--- src/rtl/pm_pkg.sv ---
package pm_pkg;
  typedef enum logic [2:0] {
    PS_D0_UNINIT = 3'd0,
    PS_D0_ACT    = 3'd1,
    PS_D1        = 3'd2,
    PS_D2        = 3'd3,
    PS_D3_HOT    = 3'd4,
    PS_D3_COLD   = 3'd5
  } pm_state_e;

  localparam logic [1:0] FLD_D0 = 2'b00;
  localparam logic [1:0] FLD_D1 = 2'b01;
  localparam logic [1:0] FLD_D2 = 2'b10;
  localparam logic [1:0] FLD_D3 = 2'b11;
endpackage

--- src/rtl/pm_fsm.sv ---
module pm_fsm
  import pm_pkg::*;
(
  input  logic      clk_i,
  input  logic      rst_ni,
  input  logic      pci_rst_ni,
  input  logic      io_en_i,
  input  logic      mem_en_i,
  input  logic      wr_i,
  input  logic [1:0] ps_i,
  output pm_state_e state_o,
  output logic      d3_exit_o
);
  pm_state_e state_q, state_d;
  logic      exit_d, exit_q;
  logic      both_en;
  pm_state_e d0_tgt;

  assign both_en = io_en_i & mem_en_i;
  assign d0_tgt  = both_en ? PS_D0_ACT : PS_D0_UNINIT;

  always_comb begin
    state_d = state_q;
    exit_d  = 1'b0;
    if (!pci_rst_ni) begin
      state_d = PS_D3_COLD;
    end else begin
      unique case (state_q)
        PS_D3_COLD: state_d = PS_D0_UNINIT;
        PS_D0_UNINIT, PS_D0_ACT: begin
          if (wr_i && ps_i == FLD_D1)      state_d = PS_D1;
          else if (wr_i && ps_i == FLD_D2) state_d = PS_D2;
          else if (wr_i && ps_i == FLD_D3) state_d = PS_D3_HOT;
          else                             state_d = d0_tgt;
        end
        PS_D1: begin
          if (wr_i) begin
            unique case (ps_i)
              FLD_D0:  state_d = d0_tgt;
              FLD_D2:  state_d = PS_D2;
              FLD_D3:  state_d = PS_D3_HOT;
              default: state_d = PS_D1;
            endcase
          end
        end
        PS_D2: begin
          if (wr_i && ps_i == FLD_D0)      state_d = d0_tgt;
          else if (wr_i && ps_i == FLD_D3) state_d = PS_D3_HOT;
        end
        PS_D3_HOT: begin
          // only D0 leaves D3hot; it costs an internal reset
          if (wr_i && ps_i == FLD_D0) begin
            state_d = PS_D0_UNINIT;
            exit_d  = 1'b1;
          end
        end
        default: state_d = PS_D0_UNINIT;
      endcase
    end
  end

  always_ff @(posedge clk_i or negedge rst_ni) begin
    if (!rst_ni) begin
      state_q <= PS_D0_UNINIT;
      exit_q  <= 1'b0;
    end else begin
      state_q <= state_d;
      exit_q  <= exit_d;
    end
  end

  assign state_o   = state_q;
  assign d3_exit_o = exit_q;
endmodule

--- src/rtl/pm_csr.sv ---
module pm_csr (
  input  logic clk_i,
  input  logic rst_ni,
  input  logic pci_rst_ni,
  input  logic wr_i,
  input  logic pme_en_i,
  output logic pme_en_o
);
  logic pme_en_q;

  // global reset only; PCI reset and D3hot exit leave it alone
  always_ff @(posedge clk_i or negedge rst_ni) begin
    if (!rst_ni)                  pme_en_q <= 1'b0;
    else if (pci_rst_ni && wr_i)  pme_en_q <= pme_en_i;
  end

  assign pme_en_o = pme_en_q;
endmodule

--- src/rtl/pm_ctx_qual.sv ---
module pm_ctx_qual #(
  parameter int unsigned          CTX_W       = 8,
  parameter logic [CTX_W-1:0]     STICKY_MASK = '1
) (
  input  logic             rst_ni,
  input  logic             func_rst_i,
  input  logic             pme_en_i,
  output logic [CTX_W-1:0] clr_o
);
  for (genvar i = 0; i < CTX_W; i++) begin : g_bit
    if (STICKY_MASK[i]) begin : g_sticky
      assign clr_o[i] = ~rst_ni | (func_rst_i & ~pme_en_i);
    end else begin : g_plain
      assign clr_o[i] = ~rst_ni | func_rst_i;
    end
  end
endmodule

--- src/rtl/pm_state_ctrl.sv ---
module pm_state_ctrl
  import pm_pkg::*;
#(
  parameter int unsigned      CTX_W       = 8,
  parameter logic [CTX_W-1:0] STICKY_MASK = 8'hF0
) (
  input  logic             clk_i,
  input  logic             rst_ni,
  input  logic             pci_rst_ni,
  input  logic             io_en_i,
  input  logic             mem_en_i,
  input  logic             csr_wr_i,
  input  logic [1:0]       csr_ps_i,
  input  logic             csr_pme_en_i,
  output logic [2:0]       pstate_o,
  output logic             func_rst_o,
  output logic             permit_o,
  output logic             pme_en_o,
  output logic [CTX_W-1:0] ctx_clr_o
);
  pm_state_e state;
  logic      d3_exit;

  pm_fsm i_fsm (
    .clk_i      (clk_i),
    .rst_ni     (rst_ni),
    .pci_rst_ni (pci_rst_ni),
    .io_en_i    (io_en_i),
    .mem_en_i   (mem_en_i),
    .wr_i       (csr_wr_i),
    .ps_i       (csr_ps_i),
    .state_o    (state),
    .d3_exit_o  (d3_exit)
  );

  pm_csr i_csr (
    .clk_i      (clk_i),
    .rst_ni     (rst_ni),
    .pci_rst_ni (pci_rst_ni),
    .wr_i       (csr_wr_i),
    .pme_en_i   (csr_pme_en_i),
    .pme_en_o   (pme_en_o)
  );

  assign func_rst_o = ~pci_rst_ni | d3_exit;
  assign permit_o   = (state != PS_D0_UNINIT) && (state != PS_D3_COLD);
  assign pstate_o   = state;

  pm_ctx_qual #(
    .CTX_W       (CTX_W),
    .STICKY_MASK (STICKY_MASK)
  ) i_ctx (
    .rst_ni     (rst_ni),
    .func_rst_i (func_rst_o),
    .pme_en_i   (pme_en_o),
    .clr_o      (ctx_clr_o)
  );
endmodule

--- config.mk ---
export PLATFORM = sky130hd
export DESIGN_NAME = pm_state_ctrl
export DESIGN_NICKNAME = d
export VERILOG_FILES = /design/src/rtl/pm_pkg.sv /design/src/rtl/pm_fsm.sv /design/src/rtl/pm_csr.sv /design/src/rtl/pm_ctx_qual.sv /design/src/rtl/pm_state_ctrl.sv
export SDC_FILE = /design/constraint.sdc
export NUM_CORES = 1
export LEC_CHECK = 0
export BUFFER_PORTS_ARGS = -buffer_cell sky130_fd_sc_hd__buf_2
export CAP_MARGIN = 10
export CORE_AREA = 2 2 39 41
export CTS_BUF_LIST = sky130_fd_sc_hd__clkbuf_16
export CTS_CLUSTER_SIZE = 20
export DETAILED_ROUTE_END_ITERATION = 10
export DIE_AREA = 0 0 41 43
export PLACE_DENSITY = 0.7
export SLEW_MARGIN = 40
export SYNTH_ARGS = -nofsm -noshare
export SYNTH_HDL_FRONTEND = slang
export SYNTH_SLANG_ARGS = --single-unit
--- constraint.sdc ---
create_clock -name clk_i -period 1.6 [get_ports clk_i]
set_input_delay 0.16 -clock clk_i [delete_from_list [all_inputs] [get_ports clk_i]]
set_output_delay 0.16 -clock clk_i [all_outputs]
set_load 0.1 [all_outputs]
==> report_table.html <==
<table>
<tr><th>Metric</th><th>Value</th></tr>
<tr><th colspan="2">Critical path</th></tr>
<tr><td>Critical Path Start Type</td><td>primary input</td></tr>
<tr><td>Worst setup path class</td><td>in2out</td></tr>
<tr><td>Most prevalent standard cell on the critical path</td><td>sky130_fd_sc_hd__buf_2</td></tr>
<tr><td>Cell Chain, Critical Path</td><td>dlygate4sd3_1 -&gt; buf_2 -&gt; o21ai_4 -&gt; buf_2</td></tr>
<tr><td>Buffer and inverter count on the worst path</td><td>3</td></tr>
<tr><td>Number of cells on the critical path</td><td>4</td></tr>
<tr><td>Arrival time at the worst endpoint</td><td>around 1.4 ns</td></tr>
<tr><td>Cell at the slowest stage of the critical path</td><td>sky130_fd_sc_hd__dlygate4sd3_1</td></tr>
<tr><td>Maximum cell stage delay along the critical path</td><td>around 0.53 ns</td></tr>
<tr><td>Worst-case reg-to-reg path depth</td><td>4</td></tr>
<tr><td>Required @ worst endpoint</td><td>1.44 ns</td></tr>
<tr><td>Kind of end point of the critical path</td><td>output port</td></tr>
<tr><td>CP delay by family, top</td><td>buffers and inverters</td></tr>
<tr><td>Worst-path fanout max</td><td>7</td></tr>
<tr><th colspan="2">STA</th></tr>
<tr><td>Slew at the pin closest to its max-slew limit</td><td>~0.49 ns</td></tr>
<tr><td>Time the worst path needs with I/O delays and setup</td><td>roughly 1.6 ns</td></tr>
<tr><td>Portion of the clock cycle consumed by the worst path in the final layout</td><td>0.981</td></tr>
<tr><td>Rel. slew slack</td><td>0.678</td></tr>
<tr><td>Fmax</td><td>~640 MHz</td></tr>
<tr><td>Pins Over Slew Limit</td><td>0</td></tr>
<tr><td>Clock Skews</td><td>approximately 0.00053 ns</td></tr>
<tr><td>Worst setup slack after layout</td><td>0.0310 ns</td></tr>
<tr><td>Final-layout setup total negative slack</td><td>0 ns</td></tr>
<tr><td>Hold Violations, Final</td><td>0</td></tr>
<tr><td>Setup repair after global routing missed its margin</td><td>true</td></tr>
<tr><td>Min Hold Slack</td><td>about 0.14 ns</td></tr>
<tr><td>Number of setup violations in the final report</td><td>0</td></tr>
<tr><th colspan="2">Place</th></tr>
<tr><td>Post-place setup slack</td><td>just under 0.09 ns</td></tr>
<tr><td>Total cell area at the placement stage</td><td>624 µm²</td></tr>
<tr><td>Placer's final routability congestion estimate</td><td>0.858</td></tr>
<tr><td>IO buf count</td><td>22</td></tr>
<tr><td>Placed insts</td><td>90</td></tr>
<tr><td>HPWL after detailed placement</td><td>807 µm</td></tr>
<tr><th colspan="2">Global route</th></tr>
<tr><td>Vias in the first global route</td><td>approximately 420</td></tr>
<tr><td>Global-route wire length before repair</td><td>~1.7 mm</td></tr>
<tr><td>Total track usage</td><td>0.141</td></tr>
<tr><td>Initial antenna violation count</td><td>0</td></tr>
<tr><td>Largest net degree at the start of global routing</td><td>10</td></tr>
<tr><td>Total congestion overflow after global routing</td><td>0</td></tr>
<tr><th colspan="2">Drt</th></tr>
<tr><td>Remaining antenna violation count</td><td>0</td></tr>
<tr><td>Post-DR wirelength/cell</td><td>~11 µm</td></tr>
<tr><td>Vias post-DR</td><td>~500</td></tr>
<tr><td>Iter 0 DRT Violations</td><td>9</td></tr>
<tr><td>Routed wire length</td><td>1.06 mm</td></tr>
<tr><td># DRC</td><td>0</td></tr>
<tr><td>Number of vias per cell</td><td>roughly 5.2</td></tr>
<tr><td>TritonRoute pass-1 iters</td><td>4</td></tr>
<tr><th colspan="2">Power and ir drop</th></tr>
<tr><td>Fraction of power spent switching nets</td><td>0.420</td></tr>
<tr><td>Proportion of power drawn by flip-flops and latches</td><td>0.163</td></tr>
<tr><td>Worst VDD drop</td><td>0.383 mV</td></tr>
<tr><td>Internal power contribution</td><td>555 µW</td></tr>
<tr><td>Leakage component of the power</td><td>between 0.3 and 0.4 nW</td></tr>
<tr><td>Net switching power</td><td>403 µW</td></tr>
<tr><td>Part of the power in the clock network</td><td>0.423</td></tr>
<tr><td>Power density normalized to cell area</td><td>roughly 1300 nW/µm²</td></tr>
<tr><td>Share of power burned in combinational logic</td><td>0.413</td></tr>
<tr><th colspan="2">Logic synthesis</th></tr>
<tr><td>YS warnings</td><td>0</td></tr>
<tr><td>Post-synth top cells</td><td>sky130_fd_sc_hd__buf_4 (7), sky130_fd_sc_hd__ha_1 (6), sky130_fd_sc_hd__nand2_1 (6)</td></tr>
<tr><td>Yosys reg bits</td><td>5</td></tr>
<tr><td>Netlist cell types</td><td>27</td></tr>
<tr><td>Share of the synthesized area in the top cell type</td><td>0.253</td></tr>
<tr><td>Synth top area cells</td><td>sky130_fd_sc_hd__dfrtp_1 (25%), sky130_fd_sc_hd__ha_1 (15%), sky130_fd_sc_hd__buf_4 (11%), sky130_fd_sc_hd__nand2_1 (4.6%), sky130_fd_sc_hd__o21ai_0 (3.0%)</td></tr>
<tr><td>Post-synthesis instance total</td><td>a little under 60</td></tr>
<tr><td>Library cell with the highest instance count after synthesis</td><td>sky130_fd_sc_hd__buf_4</td></tr>
<tr><td>Leading register cell type out of synthesis</td><td>sky130_fd_sc_hd__dfrtp_1</td></tr>
<tr><td>Average footprint of a synthesized cell</td><td>8.52 µm²</td></tr>
<tr><td>Cell accounting for the most synthesized area</td><td>sky130_fd_sc_hd__dfrtp_1</td></tr>
<tr><td>Fraction of the yosys area taken by sequential cells</td><td>0.253</td></tr>
<tr><td>Count of flip-flops with a built-in enable after synthesis</td><td>0</td></tr>
<tr><td>Syn_nets</td><td>between 70 and 80</td></tr>
<tr><td>Post-synthesis async set-or-reset flop share</td><td>1.00</td></tr>
<tr><td>Post-synthesis cell area</td><td>494 µm²</td></tr>
<tr><th colspan="2">Final layout</th></tr>
<tr><td>Multi-input gate area</td><td>310 µm²</td></tr>
<tr><td>Non-filler cells, final</td><td>between 90 and 100</td></tr>
<tr><td>Area occupied by registers</td><td>approximately 140 µm²</td></tr>
<tr><td>Number of filler instances in the final layout</td><td>127</td></tr>
<tr><td>Growth of design area from synthesis to finish</td><td>46.8%</td></tr>
<tr><td>Final Cell Area</td><td>a little over 700 µm²</td></tr>
<tr><td>Number of diodes</td><td>0</td></tr>
<tr><td>Share of final-layout standard cells stronger than drive strength 1</td><td>0.456</td></tr>
<tr><td>NumNets Final</td><td>between 90 and 100</td></tr>
<tr><th colspan="2">Clocking</th></tr>
<tr><td>Clock latency at the later pin of the worst-skew pair</td><td>around 0.23 ns</td></tr>
<tr><td>Clock transition at the registers of the reported paths</td><td>0.03 ns</td></tr>
<tr><td>Clock tree sinks</td><td>5</td></tr>
<tr><td>Number of buffers inserted during clock tree synthesis</td><td>3</td></tr>
<tr><td>Total number of H-tree levels</td><td>1</td></tr>
<tr><td>Post-CTS setup repair buffer count</td><td>0</td></tr>
<tr><td>Clock tree from TritonCTS</td><td>built</td></tr>
<tr><td>Clock tree root driver cell</td><td>sky130_fd_sc_hd__clkbuf_16</td></tr>
<tr><td>Number of buffers on the longest clock path</td><td>2</td></tr>
<tr><th colspan="2">Min path</th></tr>
<tr><td>Worst hold path type</td><td>in2reg</td></tr>
<tr><td>Count of cells along the worst hold path</td><td>2</td></tr>
<tr><th colspan="2">Floorplanning</th></tr>
<tr><td>Number of cell rows</td><td>14</td></tr>
<tr><td>Die area</td><td>around 1800 µm²</td></tr>
<tr><td>Die X-Extent</td><td>41 µm</td></tr>
<tr><td>Effective utilization at floorplan</td><td>0.357</td></tr>
<tr><td>Ports</td><td>23</td></tr>
<tr><td>Core region area</td><td>between 1000 and 1500 µm²</td></tr>
<tr><td>Die boundary height</td><td>43 µm</td></tr>
<tr><th colspan="2">Outcome</th></tr>
<tr><td>Result of the run</td><td>complete, no violations</td></tr>
<tr><th colspan="2">Flow run</th></tr>
<tr><td>Max-cap violations</td><td>0</td></tr>
</table>
-- sequential cells by signal (all words and copies together), names as in the netlist --
| name | flops |
|---|---|
| i_csr.pme_en_o | 1 |
| i_fsm.state_o | 3 |
| i_fsm.d3_exit_o | 1 |
-- power by group through the flow --
| stage | clock, mW | sequential [mW] | combinational, mW |
|---|---|---|---|
| 6_report | 0.406 | 0.156 | 0.396 |
| 5_1_grt | 0.425 | 0.159 | 0.414 |
| 3_5_place_dp | 0 | 0.158 | 0.391 |
| 4_1_cts | 0.411 | 0.157 | 0.394 |
| 3_3_place_gp | 0 | 0.158 | 0.390 |
| 2_1_floorplan | 0 | 0.231 | 0.252 |
-- timing repair --
action	in CTS	in global routing
hold buffers	1	0
gates resized for setup	0	5
endpoints found under the setup margin	0	8
endpoints found under the hold margin	5	0
-- layer usage --
| metal | GRT usage | vias up | part of all wire |
|---|---|---|---|
| met1 | 0.186 | 223 | 0.41 |
| met2 | 0.200 | 28 | 0.50 |
| met3 | 0.0157 | 2 | 0.075 |
| met5 | 0 | - | 0 |
| li1 | - | 242 | - |
| met4 | 0.107 | 0 | 0.013 |
-- layout by cell type (no fill, tap or decap), types with 3 or more instances in the layout --
master and instances:
sky130_fd_sc_hd__clkbuf_16 3, sky130_fd_sc_hd__buf_2 16, sky130_fd_sc_hd__inv_1 5, sky130_fd_sc_hd__clkbuf_4 5
sky130_fd_sc_hd__nor2_1 3, sky130_fd_sc_hd__ha_1 6, sky130_fd_sc_hd__nand2_1 5
-- cell type report --
type / instances / area share
timing repair buffer: 25 / 0.224
sequential: 5 / 0.186
multi-input combinational: 40 / 0.428
inverter: 5 / 0.0259
clock buffer: 3 / 0.103
clock inverter: 1 / 0.00517
tap: 16 / 0.0276
-- per-stage QoR --
stage | util | total power, mW
after detailed placement | 0.451 | 0.550
after CTS | 0.515 | 0.962
after global routing | 0.524 | 0.997
after floorplan | - | 0.483
after global placement | 0.451 | 0.548
final | 0.524 | 0.958
-- final timing paths --
path                                   from                to  slack (ns)
max                                  rst_ni      ctx_clr_o[7]        0.03
min                            csr_pme_en_i    i_csr.pme_en_o        0.14
max reg2reg                i_fsm.state_o[1]  i_fsm.state_o[0]        0.17
min reg2reg                  i_csr.pme_en_o    i_csr.pme_en_o        0.54
max in group asynchronous            rst_ni  i_fsm.state_o[1]        1.10
min in group asynchronous            rst_ni  i_fsm.state_o[0]        0.31
-- cells by family (layout without fill, tap and decap cells) --
family,after synthesis,after routing,synth area share
AND/OR/NAND/NOR,17,17,0.185
AO/OA/AOI/OAI,15,15,0.218
buffers and inverters,13,34,0.152
adder cells (fa/ha/maj),6,6,0.152
flip-flops,5,5,0.253
XOR/XNOR,1,1,0.0177
multiplexers,1,1,0.0228
(Power assumes the default switching activity.)
